[config.mk]
export PLATFORM = sky130hd
export DESIGN_NAME = cap_reload_timer
export DESIGN_NICKNAME = d
export VERILOG_FILES = /design/src/rtl/trt_pkg.sv /design/src/rtl/trt_edge_sync.sv /design/src/rtl/trt_prescaler.sv /design/src/rtl/trt_core.sv /design/src/rtl/cap_reload_timer.sv
export SDC_FILE = /design/constraint.sdc
export NUM_CORES = 1
export LEC_CHECK = 0
export ABC_CLOCK_PERIOD_IN_PS = 2600
export BUFFER_PORTS_ARGS = -buffer_cell sky130_fd_sc_hd__clkbuf_2
export CAP_MARGIN = 10
export CORE_UTILIZATION = 35
export DETAILED_ROUTE_END_ITERATION = 10
export GPL_TIMING_DRIVEN = 0
export SYNTH_ARGS = -nofsm -noshare
export SYNTH_HDL_FRONTEND = slang
export SYNTH_SLANG_ARGS = --single-unit
[constraint.sdc]
create_clock -name clk -period 2.6 [get_ports clk]
set_input_delay 0.52 -clock clk [delete_from_list [all_inputs] [get_ports clk]]
set_output_delay 0.52 -clock clk [all_outputs]
set_load 0.02 [all_outputs]
[src/rtl/trt_pkg.sv]
package trt_pkg;
  typedef struct packed {
    logic tf;
    logic exf;
    logic rclk;
    logic tclk;
    logic exen;
    logic run;
    logic ext_cnt;
    logic cap_mode;
  } ctrl_t;
endpackage

[src/rtl/trt_edge_sync.sv]
module trt_edge_sync #(
  parameter int N      = 2,
  parameter int STAGES = 2
) (
  input  logic         clk,
  input  logic         rst_n,
  input  logic [N-1:0] pin_i,
  output logic [N-1:0] fall_o
);
  for (genvar i = 0; i < N; i++) begin : g_pin
    logic [STAGES:0] sh_q, sh_d;

    always_comb begin
      sh_d = {sh_q[STAGES-1:0], pin_i[i]};
    end

    always_ff @(posedge clk or negedge rst_n) begin
      if (!rst_n) sh_q <= '0;
      else        sh_q <= sh_d;
    end

    assign fall_o[i] = sh_q[STAGES] & ~sh_q[STAGES-1];

    AST_FALL_SINGLE: assert property (@(posedge clk) disable iff (!rst_n)
      fall_o[i] |=> !fall_o[i]);
  end
endmodule

[src/rtl/trt_prescaler.sv]
module trt_prescaler #(
  parameter int DIV = 12
) (
  input  logic clk,
  input  logic rst_n,
  input  logic en_i,
  output logic tick_o
);
  localparam int PW = (DIV > 1) ? $clog2(DIV) : 1;
  localparam logic [PW-1:0] LAST = PW'(DIV - 1);

  logic [PW-1:0] pre_q, pre_d;

  always_comb begin
    if (!en_i)              pre_d = '0;
    else if (pre_q == LAST) pre_d = '0;
    else                    pre_d = pre_q + 1'b1;
  end

  always_ff @(posedge clk or negedge rst_n) begin
    if (!rst_n) pre_q <= '0;
    else        pre_q <= pre_d;
  end

  assign tick_o = en_i & (pre_q == LAST);

  AST_TICK_SPACED: assert property (@(posedge clk) disable iff (!rst_n)
    tick_o |=> !tick_o);
endmodule

[src/rtl/trt_core.sv]
module trt_core #(
  parameter int CNT_W = 16,
  localparam int NB   = CNT_W / 8
) (
  input  logic             clk,
  input  logic             rst_n,
  input  logic             run_i,
  input  logic             ext_cnt_i,
  input  logic             cap_mode_i,
  input  logic             ext_en_i,
  input  logic             baud_i,
  input  logic             tick_i,
  input  logic             cnt_fall_i,
  input  logic             trig_fall_i,
  input  logic [NB-1:0]    cnt_we_i,
  input  logic [NB-1:0]    rld_we_i,
  input  logic [7:0]       wdata_i,
  output logic [CNT_W-1:0] cnt_o,
  output logic [CNT_W-1:0] rld_o,
  output logic             ovf_o,
  output logic             trig_ev_o
);
  logic [CNT_W-1:0] cnt_q, cnt_d, rld_q, rld_d;
  logic inc, ovf, trig_ev, do_reload, do_cap;

  always_comb begin
    inc       = run_i & (ext_cnt_i ? cnt_fall_i : tick_i);
    ovf       = inc & (&cnt_q);
    trig_ev   = run_i & ext_en_i & ~baud_i & trig_fall_i;
    do_reload = (ovf & (baud_i | ~cap_mode_i)) | (trig_ev & ~cap_mode_i);
    do_cap    = trig_ev & cap_mode_i;
  end

  always_comb begin
    if (do_reload) cnt_d = rld_q;
    else if (inc)  cnt_d = cnt_q + 1'b1;
    else           cnt_d = cnt_q;
    rld_d = do_cap ? cnt_q : rld_q;
    for (int b = 0; b < NB; b++) begin
      if (cnt_we_i[b]) cnt_d[b*8 +: 8] = wdata_i;
      if (rld_we_i[b]) rld_d[b*8 +: 8] = wdata_i;
    end
  end

  always_ff @(posedge clk or negedge rst_n) begin
    if (!rst_n) begin
      cnt_q <= '0;
      rld_q <= '0;
    end else begin
      cnt_q <= cnt_d;
      rld_q <= rld_d;
    end
  end

  assign cnt_o     = cnt_q;
  assign rld_o     = rld_q;
  assign ovf_o     = ovf;
  assign trig_ev_o = trig_ev;

  AST_HOLD_STOPPED: assert property (@(posedge clk) disable iff (!rst_n)
    (!run_i && cnt_we_i == '0) |=> $stable(cnt_q));
  AST_WRAP_CAPTURE: assert property (@(posedge clk) disable iff (!rst_n)
    (ovf && cap_mode_i && !baud_i && cnt_we_i == '0) |=> cnt_q == '0);
  AST_CAPTURE_COPY: assert property (@(posedge clk) disable iff (!rst_n)
    (trig_ev && cap_mode_i && rld_we_i == '0) |=> rld_q == $past(cnt_q));
  AST_RELOAD_OVF: assert property (@(posedge clk) disable iff (!rst_n)
    (ovf && !cap_mode_i && cnt_we_i == '0) |=> cnt_q == $past(rld_q));
endmodule

[src/rtl/cap_reload_timer.sv]
module cap_reload_timer #(
  parameter int CNT_W       = 16,
  parameter int PRESCALE    = 12,
  parameter int SYNC_STAGES = 2,
  localparam int NB         = CNT_W / 8,
  localparam int ADDR_W     = $clog2(2 * NB + 1)
) (
  input  logic              clk,
  input  logic              rst_ni,
  input  logic [ADDR_W-1:0] addr_i,
  input  logic              wr_en_i,
  input  logic [7:0]        wdata_i,
  output logic [7:0]        rdata_o,
  input  logic              cnt_pin_i,
  input  logic              trig_pin_i,
  input  logic              irq_en_i,
  output logic              tf_o,
  output logic              exf_o,
  output logic              irq_o,
  output logic              rx_clk_pulse_o,
  output logic              tx_clk_pulse_o
);
  import trt_pkg::*;

  // reset: asynchronous assert, synchronous release
  logic [1:0] rst_sync_q;
  logic       rst_n;
  always_ff @(posedge clk or negedge rst_ni) begin
    if (!rst_ni) rst_sync_q <= 2'b00;
    else         rst_sync_q <= {rst_sync_q[0], 1'b1};
  end
  assign rst_n = rst_sync_q[1];

  // register write decode
  logic          ctrl_we;
  logic [NB-1:0] cnt_we, rld_we;
  assign ctrl_we = wr_en_i & (int'(addr_i) == 0);
  for (genvar b = 0; b < NB; b++) begin : g_we
    assign cnt_we[b] = wr_en_i & (int'(addr_i) == 1 + b);
    assign rld_we[b] = wr_en_i & (int'(addr_i) == 1 + NB + b);
  end

  ctrl_t ctrl_q, ctrl_d;
  logic  baud;
  assign baud = ctrl_q.rclk | ctrl_q.tclk;

  // pins
  logic [1:0] fall;
  trt_edge_sync #(.N(2), .STAGES(SYNC_STAGES)) u_sync (
    .clk    (clk),
    .rst_n  (rst_n),
    .pin_i  ({trig_pin_i, cnt_pin_i}),
    .fall_o (fall)
  );

  logic tick;
  trt_prescaler #(.DIV(PRESCALE)) u_pre (
    .clk    (clk),
    .rst_n  (rst_n),
    .en_i   (ctrl_q.run & ~ctrl_q.ext_cnt),
    .tick_o (tick)
  );

  logic [CNT_W-1:0] cnt, rld;
  logic             ovf, trig_ev;
  trt_core #(.CNT_W(CNT_W)) u_core (
    .clk         (clk),
    .rst_n       (rst_n),
    .run_i       (ctrl_q.run),
    .ext_cnt_i   (ctrl_q.ext_cnt),
    .cap_mode_i  (ctrl_q.cap_mode),
    .ext_en_i    (ctrl_q.exen),
    .baud_i      (baud),
    .tick_i      (tick),
    .cnt_fall_i  (fall[0]),
    .trig_fall_i (fall[1]),
    .cnt_we_i    (cnt_we),
    .rld_we_i    (rld_we),
    .wdata_i     (wdata_i),
    .cnt_o       (cnt),
    .rld_o       (rld),
    .ovf_o       (ovf),
    .trig_ev_o   (trig_ev)
  );

  // control register: software write first, hardware set last
  always_comb begin
    ctrl_d = ctrl_q;
    if (ctrl_we)      ctrl_d = ctrl_t'(wdata_i);
    if (ovf && !baud) ctrl_d.tf  = 1'b1;
    if (trig_ev)      ctrl_d.exf = 1'b1;
  end

  logic rx_q, tx_q, rx_d, tx_d;
  always_comb begin
    rx_d = ovf & baud & ctrl_q.rclk;
    tx_d = ovf & baud & ctrl_q.tclk;
  end

  always_ff @(posedge clk or negedge rst_n) begin
    if (!rst_n) begin
      ctrl_q <= '0;
      rx_q   <= 1'b0;
      tx_q   <= 1'b0;
    end else begin
      ctrl_q <= ctrl_d;
      rx_q   <= rx_d;
      tx_q   <= tx_d;
    end
  end

  // read mux
  always_comb begin
    rdata_o = '0;
    if (int'(addr_i) == 0) rdata_o = ctrl_q;
    for (int b = 0; b < NB; b++) begin
      if (int'(addr_i) == 1 + b)      rdata_o = cnt[b*8 +: 8];
      if (int'(addr_i) == 1 + NB + b) rdata_o = rld[b*8 +: 8];
    end
  end

  assign tf_o           = ctrl_q.tf;
  assign exf_o          = ctrl_q.exf;
  assign irq_o          = irq_en_i & (ctrl_q.tf | ctrl_q.exf);
  assign rx_clk_pulse_o = rx_q;
  assign tx_clk_pulse_o = tx_q;

  AST_TF_STICKY: assert property (@(posedge clk) disable iff (!rst_n)
    (ctrl_q.tf && !ctrl_we) |=> ctrl_q.tf);
  AST_NO_TF_IN_BAUD: assert property (@(posedge clk) disable iff (!rst_n)
    (baud && !ctrl_we) |=> !$rose(ctrl_q.tf));
  AST_PULSE_NO_TF: assert property (@(posedge clk) disable iff (!rst_n)
    (rx_clk_pulse_o || tx_clk_pulse_o) |-> !tf_o || $past(tf_o) || $past(ctrl_we));
  AST_IRQ_GATED: assert property (@(posedge clk) disable iff (!rst_n)
    irq_o |-> irq_en_i);
endmodule

* Yosys cells after proc, flatten, opt, wreduce, memory -nomap -nowiden *
Cells that the tools add are included.
Widths: inputs -> output; s select.

storage, ports and cells
  register bits = 54
  memories kept = 0
  bits in latches = 0
  word-level logic and storage cells = 83
  input bits = 17
  output and inout bits = 13
  memory bits (writable) = 0
  ROM bits = 0

operators by class
  reduce and logical (&&, ||, !) cells = 10
  bitwise gates (word level) = 30
  muxes and demuxes = 18
  $add $sub $neg = 2
  multiply operators = 0
  equal/unequal tests = 5
  magnitude comparators = 0
  divide/modulo/power cells = 0
  shift-type cells = 0

operators by type and width
  kind                   count
  $mux 8                 10
  $mux 16                3
  $and 1x1->1            21
  $add 16x1->16 const B  1
  $reduce_and 16->1      1
  $eq 3x3->1 const B     3
  $mux 4                 2
  $reduce_bool 2->1      4
  $reduce_bool 3->1      2
  $not 1->1              5
  $add 4x1->4 const B    1
  $eq 4x4->1 const B     1
  $or 1x1->1             4
  $eq 3x2->1 const B     1
  $logic_not 3->1        1
  $mux 1                 3
  $logic_and 1x1->1      1
  $logic_not 1->1        1

* Logic depth before layout (Yosys ltp) *
Gate-level depths: netlist of the first run.

  depth after elaboration = 10
  depth in mapped cells = 8
  gate-level depth less buffers = 7

* By module *
From an unflattened synthesis of the first run, not the netlist that was laid out.

unflattened totals
  cells, all modules = 330
  area total of the unflattened synthesis = 3225.6 µm²

by module, submodules not included
  module            cells an instance  times used  area each (µm²)
  trt_core          216                1           1981.9
  cap_reload_timer  88                 1           867.1
  trt_prescaler     18                 1           198.9
  trt_edge_sync     8                  1           177.7

* Worst setup path before layout of the first run *
No wires, ideal clock.

  path kind = input -> output
  start = input port addr_i[0]
  end = output port rdata_o[4]
  path buffers = 2
  stages on the path = 5
  setup slack = 0.268 ns
  data arrival time = 1.812 ns
  cells stage by stage = clkbuf_1 -> buf_2 -> mux4_1 -> inv_1 -> o21ai_0

on the way
  cells in the longest elaborated chain, start to end = 6
  elaborated cells on any way between the ends = 10
  those cells by class = eq/ne: 4; mux: 5; reduce/logical: 1

ends and longest elaborated chain
  item                line                     text
  start: declaration  cap_reload_timer.sv:10   input logic [ADDR_W-1:0] addr_i,
  $logic_not 3->1     cap_reload_timer.sv:115  if (int'(addr_i) == 0) rdata_o = ctrl_q;
  $mux 8              cap_reload_timer.sv:115
  $mux 8              cap_reload_timer.sv:117  if (int'(addr_i) == 1 + b) rdata_o = cnt[b*8 +: 8];
  $mux 8              cap_reload_timer.sv:118  if (int'(addr_i) == 1 + NB + b) rdata_o = rld[b*8 +: 8];
  $mux 8              cap_reload_timer.sv:117
  $mux 8 *            cap_reload_timer.sv:118
  end: declaration    cap_reload_timer.sv:13   output logic [7:0] rdata_o,

Mark *: on every way between the ends. The rest lies on a longest branch, timed or not.

* Worst setup path after layout of the first run *
Same ends and word-level chain as after synthesis.

==> flow_metrics.env, run 1 <==
export IMPL_relSlewSlack=0.317
export IMPL_layout_nets=374
export IMPL_drt_drc_violations_left=0
export IMPL_cap_viol_max_count=0
export IMPL_synth_top_area_share=0.431
export IMPL_postSynthAreaPerCell_um2=9.87
export IMPL_finalSetupViolCount=0
export IMPL_core_area_um2=8720
export IMPL_vias=2585
export IMPL_fmax_ghz=0.394
export IMPL_finalHoldViolations=0
export IMPL_routabilityCongestion=0.905
export IMPL_insertion_delay_ns=0.32
export IMPL_rrSetupSlack_ns=0.19
export IMPL_htreeDepth=2
export IMPL_tightest_slew_ns=1.02
export IMPL_die_height_um=96.7
export IMPL_p_leak_nw=1.60
export IMPL_power_total_mw=2.93
export IMPL_portBuffers=28
export IMPL_max_vdd_ir_drop_mv=0.259
export IMPL_cts_tree="done"
export IMPL_worst_ep_required_time_ns=2.08
export IMPL_netlist_area_um2=3140
export IMPL_cts_sinks=54
export IMPL_hold_class="register to asynchronous set/reset pin"
export IMPL_timing_final_crit_share=0.976
export IMPL_clk_pin_slew_ns=0.10
export IMPL_syn_num_nets=337
export IMPL_clock_skew_ns=0.00653
export IMPL_setup_tns_ns=0
export IMPL_clock_path_buffers=2
export IMPL_crit_fanout=10
export IMPL_antenna_left=0
export IMPL_placed_cells=455
export IMPL_crit_path_end_kind="primary output"
export IMPL_period_needed_ns=2.54
export IMPL_post_layout_nonfiller_instances=464
export IMPL_p_clk_frac=0.206
export IMPL_drive_gt1_frac=0.188
export IMPL_grt_usage=0.191
export IMPL_power_density_nw_per_um2=823
export IMPL_die_area_um2=9350
export IMPL_final_area_um2=3560
export IMPL_antenna_found_initial=0
export IMPL_via_per_inst=5.57
export IMPL_path_class="input port to primary output"
export IMPL_ys_types=55
export IMPL_die_w_um=96.7
export IMPL_firstDrtPassIters=4
export IMPL_pwr_share_comb=0.325
export IMPL_synth_cells=318
export IMPL_io_pin_count=30
export IMPL_cts_setup_buffers=0
export IMPL_synth_ff_type="dfrtp_1"
export IMPL_final_max_slew_viol_count=0
export IMPL_initialDrtViolationCount=211
export IMPL_start_util=0.360
export IMPL_grt_max_degree=35
export IMPL_grt_pass1_wl_mm=13.8
export IMPL_p_sw_mw=1.13
export IMPL_wl_per_cell_um=18.4
export IMPL_swShare=0.386
export IMPL_wirelength_mm=8.55
export IMPL_rsz0062_at_grt="yes"
export IMPL_start_kind="input port"
export IMPL_grt_pass1_vias=2476
export IMPL_ys_seq_area_frac=0.431
export IMPL_power_internal_mw=1.80
export IMPL_synth_async_reset_ratio=1.00
export IMPL_placed_cell_area_um2=3430
export IMPL_n_antenna_cell=0
export IMPL_grt_overflow=0
export IMPL_ys_seq_elements=54
export IMPL_placementRows=34
export IMPL_areaGrowthSynthToFinish_pct=13.5
export IMPL_ys_top_cells_by_area="dfrtp_1 (43%), mux2i_1 (8.6%), mux4_2 (5.0%)"
export IMPL_cts_root_buf="clkbuf_8"
export IMPL_fin_worst_hold_slack_ns=0.213
export IMPL_synth_warnings=0
export IMPL_post_synth_top_area_cell="dfrtp_1"
export IMPL_dpl_hpwl_mm=6.18
export IMPL_cp_arrival_ns=2.02
export IMPL_synth_edff_count=0
export IMPL_status="finished clean"
export IMPL_cts_made_buffers=5
export IMPL_pwr_share_seq=0.469
## what timing repair did
item | CTS | global route
hold buffers | 1 | 0
endpoints found under the hold margin | 2 | 0
pin swaps | 0 | 0
setup endpoints to repair | 2 | 11
resized for setup | 1 | 0
## cell usage after synthesis, types with 2 or more instances
library cell	number
nor3b_2	2
o211ai_1	2
o21ai_0	21
and3_1	8
o22ai_1	5
nor4_1	3
nand2b_1	2
xor2_1	5
nand2_1	34
nand3_1	14
mux4_2	7
dfrtp_1	54
nor2_1	30
clkbuf_1	8
nand3b_1	2
inv_1	11
xnor2_1	8
nand4_1	2
mux2i_1	27
nor3_1	4
nor2b_1	2
buf_1	2
buf_2	3
ha_1	2
a21oi_1	25
mux2_2	6
## logic make-up (layout without fill, tap and decap cells)
logic type / after synthesis / after routing / synth area share
xor gates and xnor gates: 13 / 13 / 0.0363
buffers and inverters: 25 / 63 / 0.0363
other: 1 / 1 / 0.00120
AOI/OAI and AO/OA: 66 / 66 / 0.126
and+or+nand+nor: 116 / 116 / 0.196
muxes: 41 / 41 / 0.166
adders and majority gates: 2 / 2 / 0.00797
DFF: 54 / 54 / 0.431
## through the flow
step,utilization,worst slack (ns)
detailed placement,0.394,-0.185
global placement,0.391,-0.192
floorplan,-,0.268
CTS,0.408,0.0579
finish,0.408,0.0616
global route,0.408,-0.0780
## layout make-up
class                   count  area [µm²]
fillers                   861        5160
multi-input cells         239        1670
flip-flops and latches     54        1350
repair buffers             30         170
well taps                 108         135
plain buffers              14        73.8
clock buffers               5        68.8
clock inverters             3        47.5
inverters                  11        41.3
## flip-flops by register name, indices dropped and copies added (netlist names)
signal and flops:
ctrl_q 6, exf_o 1, rst_sync_q 2, rx_clk_pulse_o 1
tf_o 1, tx_clk_pulse_o 1, u_core.cnt_o 16, u_core.rld_o 16
u_pre.pre_q 4, u_sync.g_pin.sh_q 6
## power by group through the flow
stage          registers, mW  clock network [mW]  logic (mW)
2_1_floorplan           1.29                   0       0.733
4_1_cts                 1.37               0.617       0.951
3_5_place_dp            1.39                   0       0.945
6_report                1.38               0.603       0.953
3_3_place_gp            1.39                   0       0.915
5_1_grt                 1.42               0.647        1.06
## worst paths after layout
check                           depth (start not counted)                       to      startpoint
min in group clk                                        1  u_sync.g_pin[1].sh_q[0]      trig_pin_i
worst min-delay path                                    0  u_sync.g_pin[1].sh_q[0]   rst_sync_q[1]
worst max register to register                          8          u_core.cnt_o[2]  u_pre.pre_q[0]
max in group asynchronous                               1         u_core.cnt_o[14]   rst_sync_q[1]
worst min register to register                          0  u_sync.g_pin[1].sh_q[0]   rst_sync_q[1]
worst max-delay path                                    6               rdata_o[4]       addr_i[0]
## per-layer routing
metal / track usage / routed length [µm] / part of all wire
met1: 0.273 / 3890 / 0.45
met2: 0.290 / 3860 / 0.45
met4: 0.0631 / 172 / 0.020
met5: 0 / 0 / 0
met3: 0.0368 / 629 / 0.074
## critical path, cell delays in order
cell	delay (ns)
clkbuf_1	0.22
buf_2	0.36
mux4_1	0.61
inv_1	0.07
o21ai_0	0.07
clkbuf_2	0.16
## cells in the final DEF (no fill, tap or decap), drive strengths merged, types with 2 or more instances in the layout
| cell | netlist | layout |
|---|---|---|
| a21boi | 2 | 2 |
| a21oi | 25 | 25 |
| and3 | 8 | 8 |
| buf | 6 | 7 |
| clkbuf | 8 | 41 |
| dfrtp | 54 | 54 |
| ha | 2 | 2 |
| inv | 11 | 13 |
| mux2 | 6 | 6 |
| mux2i | 27 | 27 |
| mux4 | 8 | 8 |
| nand2 | 35 | 35 |
| nand2b | 2 | 2 |
| nand3 | 15 | 15 |
| nand3b | 2 | 2 |
| nand4 | 3 | 3 |
| nor2 | 30 | 30 |
| nor2b | 2 | 2 |
| nor3 | 5 | 5 |
| nor3b | 2 | 2 |
| nor4 | 5 | 5 |
| o211ai | 2 | 2 |
| o21ai | 22 | 22 |
| o22ai | 5 | 5 |
| xnor2 | 8 | 8 |
| xor2 | 5 | 5 |
Power figures use the tool's default switching activity.
==> run 2, diff against run 1 <==
- CAP_MARGIN: 10 -> 5
- CORE_ASPECT_RATIO: default -> 0.8
==> flow_metrics.env, run 2 (synthesized netlist as in run 1, its figures left out) <==
export IMPL_status="finished clean"
export IMPL_layout_nets=374
export IMPL_final_common_cell="dfrtp_1"
export IMPL_final_area_um2=3600
export IMPL_placed_cells=459
export IMPL_path_class="input port to primary output"
export IMPL_pwr_share_comb=0.313
export IMPL_worstReg2RegEnd="u_core.cnt_o[0]"
export IMPL_htreeDepth=2
export IMPL_n_antenna_cell=0
export IMPL_power_internal_mw=1.92
export IMPL_crit_fanout=10
export IMPL_clk_pin_slew_ns=0.10
export IMPL_hold_class="register to asynchronous set/reset pin"
export IMPL_cap_viol_max_count=0
export IMPL_power_density_nw_per_um2=843
export IMPL_start_kind="input port"
export IMPL_period_needed_ns=2.46
export IMPL_io_pin_count=30
export IMPL_cts_root_buf="clkbuf_8"
export IMPL_fin_worst_hold_slack_ns=0.206
export IMPL_drt_met1_wl_mm=4.23
export IMPL_grt_pass1_wl_mm=14.0
export IMPL_grt_pass1_vias=2621
export IMPL_via_per_inst=5.59
export IMPL_firstDrtPassIters=4
export IMPL_die_area_um2=9350
export IMPL_p_sw_mw=1.11
export IMPL_clock_path_buffers=2
export IMPL_insertion_delay_ns=0.32
export IMPL_initialDrtViolationCount=211
export IMPL_core_area_um2=8600
export IMPL_reg2regPathDepth=8
export IMPL_start_util=0.365
export IMPL_antenna_found_initial=0
export IMPL_swShare=0.368
export IMPL_final_util=0.418
export IMPL_placed_cell_area_um2=3440
export IMPL_die_height_um=86.7
export IMPL_relSlewSlack=0.459
export IMPL_max_vdd_ir_drop_mv=0.467
export IMPL_wl_met2_mm=3.70
export IMPL_cts_tree="done"
export IMPL_cts_setup_buffers=0
export IMPL_rrSetupSlack_ns=0.21
export IMPL_crit_path_end_kind="primary output"
export IMPL_rsz0062_at_grt="no"
export IMPL_wirelength_mm=8.49
export IMPL_tightest_slew_ns=0.807
export IMPL_grt_usage=0.198
export IMPL_finalSetupViolCount=0
export IMPL_nFillCells=856
export IMPL_final_max_slew_viol_count=0
export IMPL_routabilityCongestion=0.915
export IMPL_dr_max_layer_used="met4"
export IMPL_final_cell_mix="dfrtp_1 (53), nand2_1 (34), nor2_1 (30)"
export IMPL_drt_drc_violations_left=0
export IMPL_wl_per_cell_um=18.1
export IMPL_worst_ep_required_time_ns=2.08
export IMPL_cts_made_buffers=5
export IMPL_cts_sinks=54
export IMPL_power_total_mw=3.03
export IMPL_pwr_share_seq=0.457
export IMPL_pre_cts_ws_ns=0.0506
export IMPL_grt_max_degree=36
export IMPL_dpl_hpwl_mm=6.24
export IMPL_p_clk_frac=0.229
export IMPL_setup_tns_ns=0
export IMPL_clock_skew_ns=0.0122
export IMPL_areaGrowthSynthToFinish_pct=14.6
export IMPL_antenna_left=0
export IMPL_p_leak_nw=1.62
export IMPL_finalHoldViolations=0
export IMPL_timing_final_ws_setup_ns=0.135
export IMPL_post_layout_nonfiller_instances=468
export IMPL_drive_gt1_frac=0.188
export IMPL_portBuffers=28
export IMPL_rr_startpoint="u_core.cnt_o[0]"
export IMPL_fmax_ghz=0.406
export IMPL_grt_overflow=0
export IMPL_vias=2615
export IMPL_die_w_um=108
export IMPL_cp_arrival_ns=1.94
export IMPL_placementRows=30
export IMPL_timing_final_crit_share=0.948
export IMPL_met3_length_um=380
-- run 2: critical path, stage by stage --
cell and delay, ns:
clkbuf_1 0.23, clkbuf_4 0.31, mux4_1 0.57, inv_1 0.06
o21ai_0 0.08, clkbuf_2 0.17
-- run 2: what timing repair did --
item | 4_1_cts | 5_1_grt
endpoints found under the setup margin | 0 | 3
hold endpoints to repair | 2 | 0
resized for setup | 0 | 2
hold buffers | 1 | 0
-- run 2: area by class of cell --
| type | count | area [µm²] | area share |
|---|---|---|---|
| Buffer | 14 | 76.3 | 0.0212 |
| Clock buffer | 6 | 82.6 | 0.0230 |
| Clock inverter | 2 | 60.1 | 0.0167 |
| Inverter | 11 | 41.3 | 0.0115 |
| Multi-Input combinational cell | 239 | 1670 | 0.465 |
| Sequential cell | 54 | 1350 | 0.376 |
| Tap cell | 112 | 140 | 0.0390 |
| Timing Repair Buffer | 30 | 170 | 0.0473 |
-- run 2: worst max path at each step --
stage	endpoint	slack (ns)	depth (start not counted)	start
after floorplan	rdata_o[4]	0.27	5	addr_i[0]
after global placement	u_core.rld_o[14]	0.06	6	addr_i[2]
after detailed placement	u_core.rld_o[15]	0.05	6	addr_i[2]
after CTS	rdata_o[7]	0.05	6	addr_i[1]
after global routing	rdata_o[4]	0.05	6	addr_i[0]
final	rdata_o[4]	0.14	6	addr_i[0]
-- run 2: metal layers --
layer | track usage | vias up
li1 | - | 1214
met1 | 0.290 | 1293
met2 | 0.295 | 88
met3 | 0.0338 | 20
met4 | 0.0660 | 0
met5 | 0 | -
-- run 2: power by group through the flow --
stage / clock, mW / combinational, mW / sequential (mW)
floorplan: 0 / 0.733 / 1.29
global placement: 0 / 0.910 / 1.39
detailed placement: 0 / 0.943 / 1.39
CTS: 0.712 / 0.948 / 1.38
global route: 0.732 / 1.07 / 1.42
finish: 0.694 / 0.950 / 1.39
==> run 3, diff against run 2 <==
- CORE_ASPECT_RATIO: 0.8 -> 0.9
==> flow_metrics.env, run 3 (synthesized netlist as in run 1, its figures left out) <==
export IMPL_cp_arrival_ns=1.95
export IMPL_cts_tree="done"
export IMPL_busiest_layer="met2"
export IMPL_via_per_inst=5.52
export IMPL_timing_final_crit_share=0.949
export IMPL_final_max_slew_viol_count=0
export IMPL_finalHoldViolations=0
export IMPL_wl_per_cell_um=18.6
export IMPL_initialDrtViolationCount=191
export IMPL_clock_path_buffers=2
export IMPL_routabilityCongestion=0.922
export IMPL_htreeDepth=2
export IMPL_start_util=0.363
export IMPL_antenna_found_initial=0
export IMPL_vias=2620
export IMPL_tightest_slew_ns=0.921
export IMPL_placed_cells=466
export IMPL_final_cell_mix="dfrtp_1 (53), nand2_1 (34), nor2_1 (30)"
export IMPL_grt_max_degree=34
export IMPL_die_w_um=102
export IMPL_fin_worst_hold_slack_ns=0.238
export IMPL_final_area_um2=3560
export IMPL_timing_final_ws_setup_ns=0.131
export IMPL_drt_drc_violations_left=0
export IMPL_n_antenna_cell=0
export IMPL_insertion_delay_ns=0.31
export IMPL_drive_gt1_frac=0.185
export IMPL_rsz0062_at_grt="no"
export IMPL_status="finished clean"
export IMPL_grt_pass1_wl_mm=14.0
export IMPL_cts_root_buf="clkbuf_8"
export IMPL_power_total_mw=2.82
export IMPL_path_class="input port to primary output"
export IMPL_die_area_um2=9350
export IMPL_use_met2=0.315
export IMPL_cts_made_buffers=5
export IMPL_cap_viol_max_count=0
export IMPL_max_vdd_ir_drop_mv=0.279
export IMPL_core_area_um2=8650
export IMPL_layout_nets=374
export IMPL_grt_overflow=0
export IMPL_clock_skew_ns=0.00820
export IMPL_dpl_hpwl_mm=6.25
export IMPL_crit_fanout=10
export IMPL_met3_usage=0.0389
export IMPL_setup_tns_ns=0
export IMPL_clk_pin_slew_ns=0.10
export IMPL_antenna_left=0
export IMPL_grt_use_met1=0.298
export IMPL_relSlewSlack=0.383
export IMPL_grt_usage=0.205
export IMPL_cts_sinks=54
export IMPL_pre_cts_ws_ns=-0.383
export IMPL_areaGrowthSynthToFinish_pct=13.6
export IMPL_crit_path_end_kind="primary output"
export IMPL_post_layout_nonfiller_instances=475
export IMPL_period_needed_ns=2.47
export IMPL_fmax_ghz=0.405
export IMPL_placementRows=32
export IMPL_power_density_nw_per_um2=793
export IMPL_grt_pass1_vias=2504
export IMPL_hold_class="register to asynchronous set/reset pin"
export IMPL_io_pin_count=30
export IMPL_final_util=0.412
export IMPL_firstDrtPassIters=5
export IMPL_finalSetupViolCount=0
export IMPL_portBuffers=28
export IMPL_p_leak_nw=1.60
export IMPL_die_height_um=91.8
export IMPL_worst_ep_required_time_ns=2.08
export IMPL_final_common_cell="dfrtp_1"
export IMPL_placed_cell_area_um2=3450
export IMPL_cts_setup_buffers=0
export IMPL_start_kind="input port"
export IMPL_wirelength_mm=8.81
## run 3: path summary, 6_finish.rpt
kind / from / to / slack (ns) / cells after the start
worst max register to register: u_core.cnt_o[0] / u_core.cnt_o[11] / 0.26 / 8
worst min register to register: rst_sync_q[1] / u_core.rld_o[8] / 0.24 / 0
worst min-delay path: rst_sync_q[1] / u_core.rld_o[8] / 0.24 / 0
max in group asynchronous: rst_sync_q[1] / u_core.cnt_o[10] / 1.82 / 1
min in group clk: cnt_pin_i / u_sync.g_pin[0].sh_q[0] / 0.32 / 1
worst max-delay path: addr_i[0] / rdata_o[4] / 0.13 / 6
## run 3: timing repair
item / in CTS / in global routing
endpoints found under the setup margin: 5 / 1
pin swaps: 0 / 0
cloned: 0 / 0
resized for setup: 3 / 1
hold endpoints to repair: 2 / 0
hold buffers: 1 / 0
## run 3: area by class of cell
class / instances / area, µm²
Clock inverter: 1 / 5.00
Buffer: 14 / 80.1
Fill cell: 883 / 5080
Inverter: 11 / 41.3
Clock buffer: 7 / 86.3
Tap cell: 119 / 149
Sequential cell: 54 / 1350
Multi-Input combinational cell: 239 / 1680
Timing Repair Buffer: 30 / 170
## run 3: report_power, final
part / switching [mW] / internal [mW] / total [mW]
Clock: 0.279 / 0.216 / 0.495
Combinational: 0.493 / 0.454 / 0.947
Sequential: 0.330 / 1.05 / 1.38
## run 3: layer usage
layer / share of wire / vias to the layer above
li1: - / 1217
met1: 0.46 / 1301
met2: 0.46 / 94
met3: 0.071 / 8
met4: 0.011 / 0
met5: 0 / -
## run 3: worst max-delay path: stages
cell and delay (ns):
clkbuf_1 0.28, buf_6 0.24, mux4_1 0.55, inv_1 0.06, o21ai_0 0.11, clkbuf_2 0.19
